<file path="src/rtl/wcs_pkg.sv">
package wcs_pkg;

  typedef enum logic [3:0] {
    CMD_MEM_WR     = 4'b0111,
    CMD_MEM_WR_INV = 4'b1111
  } bus_cmd_e;

  typedef enum logic [1:0] {
    ST_IDLE = 2'd0,
    ST_PLAN = 2'd1,
    ST_DATA = 2'd2
  } seq_state_e;

endpackage

</file>
<file path="src/rtl/wcs_planner.sv">
module wcs_planner
  import wcs_pkg::*;
#(
  parameter int ADDR_W    = 32,
  parameter int LEN_W     = 16,
  parameter int MAX_BURST = 32,
  parameter int BURST_W   = $clog2(MAX_BURST + 1)
) (
  input  logic [ADDR_W-1:0]  cur_addr,
  input  logic [LEN_W-1:0]   remain,
  input  logic               line16,
  output bus_cmd_e           cmd,
  output logic [BURST_W-1:0] len
);

  logic [4:0]       line_dw;
  logic [3:0]       off;
  logic [4:0]       to_edge;
  logic [LEN_W-1:0] whole;
  logic             aligned;

  // offset of the cursor inside its cacheline, in dwords
  assign line_dw = line16 ? 5'd16 : 5'd8;
  assign off     = line16 ? cur_addr[5:2] : {1'b0, cur_addr[4:2]};
  assign aligned = (off == 4'd0);
  assign to_edge = line_dw - {1'b0, off};
  assign whole   = line16 ? {remain[LEN_W-1:4], 4'b0000} : {remain[LEN_W-1:3], 3'b000};

  always_comb begin
    if (aligned && (remain >= LEN_W'(line_dw))) begin
      cmd = CMD_MEM_WR_INV;
      len = (whole > LEN_W'(MAX_BURST)) ? BURST_W'(MAX_BURST) : BURST_W'(whole);
    end else begin
      cmd = CMD_MEM_WR;
      if (!aligned && (remain > LEN_W'(to_edge))) len = BURST_W'(to_edge);
      else                                        len = BURST_W'(remain);
    end
  end

endmodule

</file>
<file path="src/rtl/wcs_phase_ctr.sv">
module wcs_phase_ctr #(
  parameter int BURST_W = 6
) (
  input  logic               clk,
  input  logic               rst,
  input  logic               clear,
  input  logic               in_data,
  input  logic               phase_ok,
  input  logic               disc,
  input  logic [BURST_W-1:0] limit,
  output logic               finish,
  output logic [BURST_W-1:0] completed
);

  logic [BURST_W-1:0] count;

  assign completed = phase_ok ? (count + BURST_W'(1)) : count;
  assign finish    = in_data && (disc || (phase_ok && (completed == limit)));

  always_ff @(posedge clk) begin
    if (rst || clear)              count <= '0;
    else if (in_data && phase_ok)  count <= count + BURST_W'(1);
  end

  // the counter never reaches the planned length while still in the data state
  a_r6_count_below_limit: assert property (@(posedge clk) disable iff (rst)
    in_data |-> (count < limit));

endmodule

</file>
<file path="src/rtl/wr_cmd_sequencer.sv">
module wr_cmd_sequencer
  import wcs_pkg::*;
#(
  parameter int ADDR_W    = 32,
  parameter int LEN_W     = 16,
  parameter int MAX_BURST = 32,
  parameter int BURST_W   = $clog2(MAX_BURST + 1)
) (
  input  logic               clk,
  input  logic               rst,
  input  logic               req_valid,
  output logic               req_ready,
  input  logic [ADDR_W-1:0]  req_addr,
  input  logic [LEN_W-1:0]   req_len,
  input  logic               line_sel,
  output logic               txn_start,
  output logic [3:0]         txn_cmd,
  output logic [ADDR_W-1:0]  txn_addr,
  output logic [BURST_W-1:0] txn_len,
  input  logic               dphase_done,
  input  logic               tgt_disc,
  output logic               done
);

  seq_state_e         state;
  logic [ADDR_W-1:0]  addr_q;
  logic [LEN_W-1:0]   rem_q;
  logic               line16_q;
  bus_cmd_e           plan_cmd;
  logic [BURST_W-1:0] plan_len;
  logic               finish;
  logic [BURST_W-1:0] completed;
  logic               accept;

  assign req_ready = (state == ST_IDLE);
  assign accept    = req_valid && req_ready;

  wcs_planner #(
    .ADDR_W(ADDR_W), .LEN_W(LEN_W), .MAX_BURST(MAX_BURST), .BURST_W(BURST_W)
  ) u_plan (
    .cur_addr(addr_q), .remain(rem_q), .line16(line16_q),
    .cmd(plan_cmd), .len(plan_len)
  );

  wcs_phase_ctr #(.BURST_W(BURST_W)) u_ctr (
    .clk(clk), .rst(rst), .clear(state == ST_PLAN), .in_data(state == ST_DATA),
    .phase_ok(dphase_done), .disc(tgt_disc), .limit(txn_len),
    .finish(finish), .completed(completed)
  );

  always_ff @(posedge clk) begin
    if (rst) begin
      state     <= ST_IDLE;
      addr_q    <= '0;
      rem_q     <= '0;
      line16_q  <= 1'b0;
      txn_start <= 1'b0;
      txn_cmd   <= CMD_MEM_WR;
      txn_addr  <= '0;
      txn_len   <= '0;
      done      <= 1'b0;
    end else begin
      txn_start <= 1'b0;
      done      <= 1'b0;
      case (state)
        ST_IDLE: if (accept) begin
          addr_q   <= {req_addr[ADDR_W-1:2], 2'b00};
          rem_q    <= req_len;
          line16_q <= line_sel;
          if (req_len == '0) done  <= 1'b1;
          else               state <= ST_PLAN;
        end
        ST_PLAN: begin
          txn_start <= 1'b1;
          txn_cmd   <= plan_cmd;
          txn_addr  <= addr_q;
          txn_len   <= plan_len;
          state     <= ST_DATA;
        end
        ST_DATA: if (finish) begin
          addr_q <= addr_q + {{(ADDR_W-BURST_W-2){1'b0}}, completed, 2'b00};
          rem_q  <= rem_q - LEN_W'(completed);
          if (rem_q == LEN_W'(completed)) begin
            state <= ST_IDLE;
            done  <= 1'b1;
          end else begin
            state <= ST_PLAN;
          end
        end
        default: state <= ST_IDLE;
      endcase
    end
  end

  // ---- checker state, kept apart from the datapath ----
  logic [ADDR_W-1:0] chk_next;
  logic              chk_have;
  logic              chk_mid;
  logic [3:0]        chk_off;

  assign chk_off = line16_q ? chk_next[5:2] : {1'b0, chk_next[4:2]};

  always_ff @(posedge clk) begin
    if (rst || accept) begin
      chk_next <= '0;
      chk_have <= 1'b0;
      chk_mid  <= 1'b0;
    end else if (finish) begin
      chk_next <= txn_addr + ADDR_W'({completed, 2'b00});
      chk_have <= 1'b1;
      chk_mid  <= (txn_cmd == CMD_MEM_WR_INV) &&
                  ((line16_q ? (txn_addr[5:2] + completed[3:0]) != 4'd0
                             : (txn_addr[4:2] + completed[2:0]) != 3'd0));
    end
  end

  // write-and-invalidate starts on a line and spans whole lines
  a_r2_mwi_whole_lines: assert property (@(posedge clk) disable iff (rst)
    (txn_start && txn_cmd == CMD_MEM_WR_INV) |->
      ((line16_q ? (txn_addr[5:2] == 4'd0 && txn_len[3:0] == 4'd0)
                 : (txn_addr[4:2] == 3'd0 && txn_len[2:0] == 3'd0)) && txn_len != '0));

  // announced fields hold for the life of the transaction
  a_r5_fields_stable: assert property (@(posedge clk) disable iff (rst)
    (state == ST_DATA && !txn_start) |->
      ($stable(txn_addr) && $stable(txn_cmd) && $stable(txn_len)));

  // sampled line size does not move during a request
  a_r4_line_held: assert property (@(posedge clk) disable iff (rst)
    (state != ST_IDLE && $past(state) != ST_IDLE) |-> $stable(line16_q));

  // each restart picks up where the previous transaction stopped
  a_r7_resume_addr: assert property (@(posedge clk) disable iff (rst)
    (txn_start && chk_have) |-> (txn_addr == chk_next));

  // a restart inside a cacheline is a plain write
  a_r8_midline_plain: assert property (@(posedge clk) disable iff (rst)
    (txn_start && chk_mid) |-> (txn_cmd == CMD_MEM_WR && chk_off != 4'd0));

endmodule

</file>
<file path="config.mk">
export PLATFORM = sky130hd
export DESIGN_NAME = wr_cmd_sequencer
export DESIGN_NICKNAME = d
export VERILOG_FILES = /design/src/rtl/wcs_pkg.sv /design/src/rtl/wcs_planner.sv /design/src/rtl/wcs_phase_ctr.sv /design/src/rtl/wr_cmd_sequencer.sv
export SDC_FILE = /design/constraint.sdc
export NUM_CORES = 1
export LEC_CHECK = 0
export BUFFER_PORTS_ARGS = -buffer_cell sky130_fd_sc_hd__buf_2
export CAP_MARGIN = 0
export CORE_ASPECT_RATIO = 1.4
export CORE_MARGIN = 2
export CORE_UTILIZATION = 62
export DETAILED_ROUTE_END_ITERATION = 16
export PLACE_DENSITY_LB_ADDON = 0.1
export SYNTH_ARGS = -nofsm -noshare
export SYNTH_HDL_FRONTEND = slang
export SYNTH_HIERARCHICAL = 1
export SYNTH_SLANG_ARGS = --single-unit
export TNS_END_PERCENT = 20
</file>
<file path="constraint.sdc">
create_clock -name clk -period 9.81 [get_ports clk]
set_input_delay 1.962 -clock clk [delete_from_list [all_inputs] [get_ports clk]]
set_output_delay 1.962 -clock clk [all_outputs]
set_load 0.02 [all_outputs]
</file>
==> results of run 1 <==
[through the flow]
stage	setup slack (ns)	cell area, um^2	util
after CTS	4.856	6621	0.7079
after global routing	4.605	6621	0.7079
final	4.774	6621	0.7079
after global placement	4.596	6352	0.6791
after floorplan	5.654	5908	-
after detailed placement	4.501	6352	0.6791
[power breakdown]
| part | total [uW] | internal (uW) | switching (uW) |
|---|---|---|---|
| Clock | 331 | 173 | 159 |
| Combinational | 236 | 91.6 | 144 |
| Sequential | 452 | 418 | 33.8 |
| Total | 1020 | 682 | 337 |
[area by class of cell]
type	count	area [um^2]
Sequential cell	97	1942
Fill cell	818	2733
Multi-Input combinational cell	580	3656
Inverter	21	78.83
Tap cell	110	137.6
Clock inverter	5	40.04
Clock buffer	10	229.0
Timing Repair Buffer	103	538.0
[how the worst max path moves through the flow]
stage	start	to	depth (start not counted)	slack (ns)
2_1_floorplan	dphase_done	addr_q[25]	10	5.65
3_5_place_dp	dphase_done	addr_q[29]	11	4.50
3_3_place_gp	dphase_done	addr_q[29]	11	4.60
4_1_cts	dphase_done	addr_q[29]	11	4.86
6_report	dphase_done	addr_q[29]	11	4.77
5_1_grt	dphase_done	addr_q[29]	11	4.61
[synthesized netlist by cell type, drive strengths merged (10+ instances only)]
cell / count
nand2: 143
dfxtp: 97
a21oi: 76
nor2: 43
clkbuf: 30
nand3: 25
buf: 24
ha: 22
inv: 20
o21ai: 19
nor4: 18
nand4: 16
and3: 15
xnor2: 14
nor3: 13
a31oi: 12
o211ai: 12
o22ai: 10
[layer usage]
metal / track usage / vias to the layer above / wire, um
met4: 0.1611 / 0 / 621
met3: 0.04643 / 49 / 882
met1: 0.3881 / 2789 / 6615
met2: 0.5596 / 231 / 8347
li1: - / 2846 / -
met5: 0 / - / 0
[sequential cells by signal, indices dropped and copies added (netlist names)]
| register | flops |
|---|---|
| addr_q | 30 |
| txn_start | 1 |
| u_ctr/count | 6 |
| txn_len | 6 |
| txn_addr | 30 |
| txn_cmd | 4 |
| rem_q | 16 |
| state | 2 |
| done | 1 |
| line16_q | 1 |
[critical path: cells and delay by family]
| family | cells | cell delay (ns) |
|---|---|---|
| compound gates | 4 | 1.49 |
| simple gates | 4 | 0.97 |
| xor+xnor | 1 | 0.24 |
| buf+inv | 2 | 0.62 |
[cell families after synthesis]
group,share of synthesized area
DFF,0.3293
xor gates and xnor gates,0.03650
and+or+nand+nor,0.2729
buffers and inverters,0.05495
muxes,0.02101
other,0.001274
adders and majority gates,0.05347
AOI/OAI and AO/OA,0.2306
==> metrics.md, run 1 <==
| Metric | Value |
|---|---|
| Fin crit period | `5.036 ns` |
| Relative slew slack | `0.4054` |
| End of the worst register-to-register path | `addr_q[29]` |
| Worst vdd ir | `0.0001155 V` |
| Post-DR vias/cell | `6.388` |
| Reg2Reg Launch Point | `state[0]` |
| NumNets Final | `890` |
| Critical path class | `in -> reg` |
| Worst slew pin tran | `0.8919 ns` |
| Most frequent cells in the layout | `nand2_1 (142), dfxtp_1 (97), buf_2 (94), a21oi_1 (73), nor2_1 (41)` |
| Max Cap Viol | `0` |
| Vias | `5915` |
| Main synth FF type | `dfxtp_1` |
| Total power | `1019 uW` |
| Largest net degree at the start of global routing | `84` |
| WHS | `0.4509 ns` |
| I/O Buffers | `94` |
| Sequential share of the synthesized area | `0.3293` |
| Leak | `0.002710 uW` |
| Clock skew | `0.01069 ns` |
| Commonest non-fill, non-tap cell in the layout | `nand2_1` |
| Die area | `10320 um^2` |
| DRC | `0` |
| CP max FO | `27` |
| TNS Setup | `0 ns` |
| HP Start | `txn_addr[14]` |
| Finished Layout Cells | `926` |
| CTS tree | `done` |
| Die Wd | `86.43 um` |
| Post-Syn Instances | `749` |
| Yosys top cell by area | `dfxtp_1` |
| Via count of the first global-routing pass | `5742` |
| # IOs | `99` |
| DRT Pass-1 Iters | `5` |
| Post-synth top area share | `0.3293` |
| Synth cell types | `84` |
| Final period utilization | `0.5133` |
| First-pass GRT wire length | `27.12 mm` |
| Max Slew Vio Count | `0` |
| Initial antenna violation count | `0` |
| Cell-by-cell trace of the critical path | `buf_2, nand4_2, xor3_1, o2111a_1, a32o_1, nand2_1, a21oi_4, buf_4, nand3_1, or4_1, a31oi_1` |
| H-tree levels | `3` |
| Clk Tree Root Cell | `clkbuf_16` |
| Critical Path Max Stage Delay | `0.58 ns` |
| Die H | `119.4 um` |
| Worst EP arrival | `5.31 ns` |
| Hold-fix buffers at CTS | `0` |
| Worst hold path depth | `2` |
| CTS sink cnt | `97` |
| Count of state elements after synthesis | `97` |
| Post-CTS setup buffer count | `0` |
| Grt ovf | `0` |
| WHS Endpoint | `txn_addr[14]` |
| Outcome | `complete, no violations` |
| Post-cts sizing count | `0` |
| Worst Reg-to-Reg Cells | `14` |
| Crit. End Element | `register` |
| Asr flop ratio synth | `0` |
| Antenna diode count | `0` |
| Fin. Hold Viols | `0` |
| Syn avg cell area | `7.873 um^2` |
| Initial Util | `0.6304` |
| Worst-path clk slew | `0.07 ns` |
| Antenna-violating nets left | `0` |
| Number of synthesized flops with an enable pin | `0` |
| Skew-Pair Late Insertion Delay | `0.35 ns` |
| DR iter-0 viols | `495` |
| Num CTS Buffers | `9` |
| Pwr dens | `153.8 nW/um^2` |
| Mapped Area | `5897 um^2` |
| Worst EP required | `10.08 ns` |
| Cell Rows | `42` |
| R2r setup slk | `5.11 ns` |
| Cell with the largest stage delay on the worst path | `a21oi_4` |
| Max clock buf depth | `2` |
| GP Congestion | `0.9147` |
| Worst setup SP type | `input port` |
| Post-detail-place hpwl | `11.34 mm` |
| Yosys Warn Count | `6` |
| Upper clock frequency limit | `0.1986 GHz` |
| Worst min-delay path class | `reg -> reg` |
| RSZ-0062 raised after global routing | `no` |
| Core area | `9354 um^2` |
| Post-Route WL | `16.47 mm` |
| Routed wire length per instance | `17.78 um` |
| Layout cells sized above 1 | `0.1838` |
| Placed cells | `911` |
| Synthesis-to-layout area growth | `12.29%` |
| Final setup fails | `0` |
| Gr usage total | `0.3252` |
| Ranking of synthesized cells by area | `dfxtp_1 (33%), nand2_1 (9.0%), a21oi_1 (6.3%), ha_1 (4.7%), nor2_1 (2.6%)` |
Power figures use the tool's default switching activity.
==> run 2, diff against run 1 <==
--- a/config.mk
+++ b/config.mk
@@ -5,11 +5,12 @@
 export SDC_FILE = /design/constraint.sdc
 export NUM_CORES = 1
 export LEC_CHECK = 0
+export ABC_AREA = 1
 export BUFFER_PORTS_ARGS = -buffer_cell sky130_fd_sc_hd__buf_2
 export CAP_MARGIN = 0
 export CORE_ASPECT_RATIO = 1.4
 export CORE_MARGIN = 2
-export CORE_UTILIZATION = 62
+export CORE_UTILIZATION = 52
 export DETAILED_ROUTE_END_ITERATION = 16
 export PLACE_DENSITY_LB_ADDON = 0.1
 export SYNTH_ARGS = -nofsm -noshare
==> constraint.sdc (replaced) <==
create_clock -name clk -period 4.4 [get_ports clk]
set_input_delay 0.88 -clock clk [delete_from_list [all_inputs] [get_ports clk]]
set_output_delay 0.88 -clock clk [all_outputs]
set_load 0.02 [all_outputs]
==> run 2 against run 1 <==
Compared with the run above:
- sequential power increased to 2.5 times the previous value
- first-iteration DRC count decreased by 17%
- largest cell class unchanged
- worst setup slack got worse by 3.5 ns
- highest routed layer unchanged
==> metrics.md, run 2 <==
| Metric | Value |
|---|---|
| Fill cells | `1254` |
| Yosys top cell by area | `dfxtp_1` |
| Cell area after layout | `7127 um^2` |
| R2r setup slk | `1.38 ns` |
| Crit. End Element | `register` |
| Post-CTS setup buffer count | `0` |
| Antenna-violating nets left | `0` |
| DR iter-0 viols | `410` |
| Upper clock frequency limit | `0.3216 GHz` |
| Outcome | `complete, no violations` |
| Worst min-delay path class | `reg -> reg` |
| Worst setup path endpoint | `rem_q[8]` |
| Critical Path Max Stage Delay | `0.52 ns` |
| Synth cell types | `48` |
| Buf/Inv on CP | `3` |
| Yosys Warn Count | `6` |
| Critical path class | `in -> reg` |
| DRC | `0` |
| Worst EP required | `4.64 ns` |
| CTS sink cnt | `97` |
| Final setup fails | `0` |
| Cell family with most CP delay | `simple AND/OR/NAND/NOR gates` |
| Final period utilization | `0.7067` |
| Initial antenna violation count | `0` |
| Ranking of synthesized cells by area | `dfxtp_1 (30%), nand2_1 (15%), o21ai_0 (7.5%), nand3_1 (7.1%), inv_1 (6.7%)` |
| CP most frequent cell | `nand2_1` |
| First-pass GRT wire length | `28.88 mm` |
| Worst setup SP type | `input port` |
| Asr flop ratio synth | `0` |
| Core area | `11880 um^2` |
| Synth cell count leaders | `nand2_1 (260), inv_1 (113), nor2_1 (112), dfxtp_1 (97), o21ai_0 (95)` |
| Grt ovf | `0` |
| Syn avg cell area | `6.341 um^2` |
| Cell-by-cell trace of the critical path | `buf_2, inv_4, o21ai_0, inv_1, fa_1, nand3_1, nand2_1, nand3_1, nand2_1, nor2_1, nand2_1, nand2_1, nand3_1, nand2_1, nor2_1` |
| Clock skew | `0.005550 ns` |
| Cell with the largest stage delay on the worst path | `o21ai_0` |
| Max Cap Viol | `0` |
| Count of state elements after synthesis | `97` |
| CP Launch Point | `dphase_done` |
| Num CTS Buffers | `9` |
| Max Slew Vio Count | `0` |
| Die H | `135.0 um` |
| Post-detail-place hpwl | `12.70 mm` |
| Max clock buf depth | `2` |
| Worst-path clk slew | `0.07 ns` |
| Post-synth top area share | `0.3047` |
| Synthesis-to-layout area growth | `11.84%` |
| Main synth FF type | `dfxtp_1` |
| Largest net degree at the start of global routing | `79` |
| Leak | `0.003397 uW` |
| TNS Setup | `0 ns` |
| Reg2Reg Launch Point | `u_ctr/count[0]` |
| DRT Pass-1 Iters | `8` |
| Simple-gate share of the synthesized area | `0.3664` |
| Most frequent cells in the layout | `nand2_1 (260), inv_1 (113), nor2_1 (111), dfxtp_1 (97), o21ai_0 (95)` |
| Synth Area in Compound Gates | `0.1553` |
| Die Wd | `97.56 um` |
| Worst EP arrival | `3.35 ns` |
| Sequential share of the synthesized area | `0.3047` |
| Commonest non-fill, non-tap cell in the layout | `nand2_1` |
| GP Congestion | `0.9424` |
| Vias | `6498` |
| Initial Util | `0.5364` |
| H-tree levels | `3` |
| CP Depth | `15` |
| CTS tree | `done` |
| Placed Area | `6820 um^2` |
| Layout cells sized above 1 | `0.1540` |
| Fin crit period | `3.110 ns` |
| Post-synthesis mux area share | `0` |
| Clk Tree Root Cell | `clkbuf_16` |
| Post-cts sizing count | `0` |
| Post-Route WL | `17.31 mm` |
| Most common cell in the netlist | `nand2_1` |
| Post-DR vias/cell | `5.304` |
| Die area | `13170 um^2` |
| RSZ-0062 raised after global routing | `no` |
| Via count of the first global-routing pass | `6151` |
| Pwr dens | `422.1 nW/um^2` |
| End of the worst register-to-register path | `rem_q[8]` |
| Synth Area in Adders | `0.04948` |
| NumNets Final | `1151` |
| Worst slew pin tran | `0.8432 ns` |
| Largest family of logic cells by synthesized area | `simple AND/OR/NAND/NOR gates` |
| # IOs | `99` |
| Cell Rows | `47` |
| Worst Reg-to-Reg Cells | `15` |
| Fin. Hold Viols | `0` |
| Hold-fix buffers at CTS | `0` |
| Mapped Area | `6372 um^2` |
| Antenna diode count | `0` |
| Worst vdd ir | `0.0002003 V` |
| Synth Area in XOR/XNOR | `0.01100` |
| Skew-Pair Late Insertion Delay | `0.34 ns` |
| Number of synthesized flops with an enable pin | `0` |
| Post-Syn Instances | `1005` |
| PnR worst setup slack | `1.290 ns` |
| Relative slew slack | `0.4370` |
| CP max FO | `8` |
| Routed wire length per instance | `14.13 um` |
| I/O Buffers | `94` |
| Worst slack, placed | `0.9034 ns` |
| Gr usage total | `0.2676` |
| Top flop regs | `addr_q (30), txn_addr (30), rem_q (16)` |
## run 2: logic make-up after synthesis
| group | after synthesis |
|---|---|
| AND/OR/NAND/NOR | 525 |
| AO/OA/AOI/OAI | 184 |
| buffers and inverters | 165 |
| flip-flops | 97 |
| adder cells (fa/ha/maj) | 24 |
| XOR/XNOR | 8 |
| other | 2 |
## run 2: cell type report
type / count / area [um^2] / area share
Timing Repair Buffer: 97 / 493.0 / 0.06917
Clock inverter: 5 / 63.81 / 0.008954
Sequential cell: 97 / 1942 / 0.2725
Clock buffer: 11 / 242.7 / 0.03406
Tap cell: 147 / 183.9 / 0.02581
Inverter: 122 / 465.4 / 0.06531
Multi-Input combinational cell: 746 / 3736 / 0.5242
## run 2: power breakdown
group | switching [uW] | internal (uW) | leakage, uW
sequential | 125 | 1010 | 0.000798
clock | 356 | 461 | 0.000146
combinational | 699 | 362 | 0.00245
total | 1180 | 1830 | 0.00340
## run 2: worst min-delay path by stage
stage | from | end | slack, ns | cells after the start
floorplan | addr_q[16] | addr_q[16] | 0.45 | 2
global placement | txn_cmd[1] | txn_cmd[1] | 0.44 | 2
detailed placement | txn_cmd[1] | txn_cmd[1] | 0.44 | 2
CTS | txn_cmd[1] | txn_cmd[1] | 0.46 | 2
global route | txn_cmd[2] | txn_cmd[2] | 0.49 | 2
finish | txn_cmd[2] | txn_cmd[2] | 0.46 | 2
## run 2: worst min-delay path, cell delays in order (launching register included)
cell	delay, ns
dfxtp_1	0.33
nand2_1	0.05
nand3_1	0.05
## run 2: per-layer routing
layer / up-vias / routed length [um] / GRT usage
li1: 3371 / - / -
met1: 2951 / 7169 / 0.3078
met2: 146 / 9036 / 0.4989
met3: 30 / 549 / 0.03313
met4: 0 / 558 / 0.1088
met5: - / 0 / 0
## run 2: stage by stage
step,total power (uW),hold slack (ns),utilization,instances
4_1_cts,3026,0.4600,0.6000,1225
2_1_floorplan,1941,0.4519,-,1008
6_report,3008,0.4575,0.6000,1225
3_5_place_dp,2209,0.4423,0.5742,1209
5_1_grt,3230,0.4884,0.6000,1225
3_3_place_gp,2195,0.4383,0.5742,1209
==> run 3, diff against run 2 <==
--- a/config.mk
+++ b/config.mk
@@ -5,7 +5,7 @@
 export SDC_FILE = /design/constraint.sdc
 export NUM_CORES = 1
 export LEC_CHECK = 0
-export ABC_AREA = 1
+export ABC_AREA = 0
 export BUFFER_PORTS_ARGS = -buffer_cell sky130_fd_sc_hd__buf_2
 export CAP_MARGIN = 0
 export CORE_ASPECT_RATIO = 1.4
==> constraint.sdc (replaced) <==
create_clock -name clk -period 2.8 [get_ports clk]
set_input_delay 0.56 -clock clk [delete_from_list [all_inputs] [get_ports clk]]
set_output_delay 0.56 -clock clk [all_outputs]
set_load 0.02 [all_outputs]
==> run 3 against run 2 <==
Compared with the run above:
- power grew 31%
- register-to-register slack worse by 1.3 ns
- worst setup slack worse by 1.2 ns
- routed wire length up 5.1%
- sequential share of layout area is 0.54 points lower
- flip-flop and latch count is the same
- critical endpoint is now rem_q[6]
- utilization grew 4.9 points
- count of clock-buffer cells in the layout shrank 2
- critical path type is now reg -> reg
==> metrics.md, run 3 (synthesis results as in run 1) <==
| Metric | Value |
|---|---|
| Outcome | `complete, no violations` |
| First-pass GRT wire length | `28.25 mm` |
| HP Start | `txn_addr[15]` |
| Cell-by-cell trace of the critical path | `buf_6, nand4_1, nor2_4, xor2_2, inv_1, ha_1, nand3_1, o211ai_1, buf_4, nor4_1, a2111oi_0` |
| Num CTS Buffers | `9` |
| Die H | `130 um` |
| Total power | `3943 uW` |
| Fin. Hold Viols | `0` |
| Clock skew | `0.004936 ns` |
| CTS sink cnt | `97` |
| TNS Setup | `0 ns` |
| Most frequent cells in the layout | `nand2_1 (141), dfxtp_1 (95), buf_2 (94), a21oi_1 (72), buf_4 (65)` |
| Leak | `0.003074 uW` |
| NumNets Final | `951` |
| Worst min-delay path class | `reg -> reg` |
| Die area | `12220 um^2` |
| Post-Route WL | `18.19 mm` |
| Pwr dens | `541.7 nW/um^2` |
| PnR worst setup slack | `0.09367 ns` |
| Hold-fix buffers at CTS | `0` |
| Worst vdd ir | `0.0003047 V` |
| Pint | `2738 uW` |
| Worst EP required | `3.02 ns` |
| Post-DR vias/cell | `6.087` |
| Worst hold path depth | `2` |
| Cell family with most CP delay | `compound AO/OA/AOI/OAI gates` |
| Fill cells | `1032` |
| CTS tree | `done` |
| Grt ovf | `0` |
| Largest net degree at the start of global routing | `52` |
| H-tree levels | `3` |
| Relative slew slack | `0.5910` |
| Via count of the first global-routing pass | `5933` |
| Cell with the largest stage delay on the worst path | `o211ai_1` |
| Gr usage total | `0.2915` |
| GP Congestion | `0.9165` |
| I/O Buffers | `94` |
| Comb pwr share | `0.245` |
| Buf/Inv on CP | `3` |
| Sw power | `1205 uW` |
| Routed wire length per instance | `17.84 um` |
| Worst slew pin tran | `0.6135 ns` |
| Critical Path Max Stage Delay | `0.38 ns` |
| Antenna-violating nets left | `0` |
| Initial antenna violation count | `0` |
| R2r setup slk | `0.09 ns` |
| Utilization after layout | `0.6486` |
| Max clock buf depth | `2` |
| Upper clock frequency limit | `0.3695 GHz` |
| DRC | `0` |
| Layout cells sized above 1 | `0.2546` |
| Synthesis-to-layout area growth | `23.45%` |
| Sw Ratio | `0.3056` |
| DR iter-0 viols | `281` |
| Worst-path clk slew | `0.07 ns` |
| Fin crit period | `2.706 ns` |
| Cell Rows | `46` |
| Core area | `11220 um^2` |
| Max Cap Viol | `0` |
| Reg2Reg Launch Point | `u_ctr/count[0]` |
| Worst EP arrival | `2.92 ns` |
| Worst slack, placed | `-0.2440 ns` |
| Vias | `6209` |
| RSZ-0062 raised after global routing | `yes` |
| DRT Pass-1 Iters | `5` |
| Die Wd | `94 um` |
| Worst Reg-to-Reg Cells | `11` |
| Crit. End Element | `register` |
| Worst setup SP type | `register` |
| WHS Endpoint | `txn_addr[15]` |
| # IOs | `99` |
| Max Slew Vio Count | `0` |
| Commonest non-fill, non-tap cell in the layout | `nand2_1` |
| Critical path class | `reg -> reg` |
| Antenna diode count | `0` |
| Clock network fraction of total power | `0.354` |
| End of the worst register-to-register path | `rem_q[6]` |
| Skew-Pair Late Insertion Delay | `0.34 ns` |
| Flop pwr share | `0.401` |
| Post-detail-place hpwl | `13.17 mm` |
| Final period utilization | `0.9665` |
| CP max FO | `6` |
| Initial Util | `0.5254` |
| Top flop regs | `addr_q (30), txn_addr (30), rem_q (16)` |
| Clk Tree Root Cell | `clkbuf_16` |
| Final setup fails | `0` |
## run 3: tightest hold or removal path: cells and delay by family, from the launching register on
kind / cells / cell delay [ns]
AOI/OAI and AO/OA: 1 / 0.05
DFF: 1 / 0.31
and+or+nand+nor: 1 / 0.05
## run 3: power by group through the flow
stage / sequential (uW) / clock [uW] / combinational [uW]
global route: 1590 / 1470 / 1050
floorplan: 1590 / 0 / 597
global placement: 1600 / 0 / 890
CTS: 1580 / 1410 / 936
detailed placement: 1610 / 0 / 919
finish: 1580 / 1400 / 968
## run 3: layout make-up
class,count,area [um^2],area share
clock buffers,9,225.2,0.03094
inverters,21,78.83,0.01083
clock inverters,5,106.4,0.01461
well taps,144,180.2,0.02475
flip-flops and latches,97,1944,0.2671
multi-input cells,580,3712,0.5100
repair buffers,164,1032,0.1418
## run 3: how the worst max path moves through the flow
stage	from	depth (start not counted)	endpoint	slack, ns
after floorplan	state[0]	15	addr_q[29]	0.01
after global placement	dphase_done	12	done	-0.22
after detailed placement	dphase_done	11	rem_q[10]	-0.24
after CTS	u_ctr/count[0]	9	addr_q[29]	-0.01
after global routing	u_ctr/count[0]	10	addr_q[26]	-0.003
final	u_ctr/count[0]	11	rem_q[6]	0.09
## run 3: through the flow
step,hold WS [ns],area (um^2),instances
2_1_floorplan,0.4494,5917,752
3_3_place_gp,0.4392,6840,1001
3_5_place_dp,0.4442,6840,1001
4_1_cts,0.4535,7191,1017
5_1_grt,0.4750,7279,1020
6_report,0.4501,7279,1020
## run 3: what timing repair did
item / 4_1_cts / 5_1_grt
gates resized for setup: 2 / 15
buffers inserted: 2 / 3
pin swaps: 2 / 10
setup endpoints to repair: 10 / 33
## run 3: metal layers
metal  GRT usage  vias to the layer above  share of wire  routed length (um)
met1      0.3329                     2968           0.40                7230
met4      0.1475                        0          0.038                 684
met5           0                        -              0                   0
met2      0.5265                      221           0.52                9419
met3     0.04042                       51          0.047                 860
li1            -                     2969              -                   -
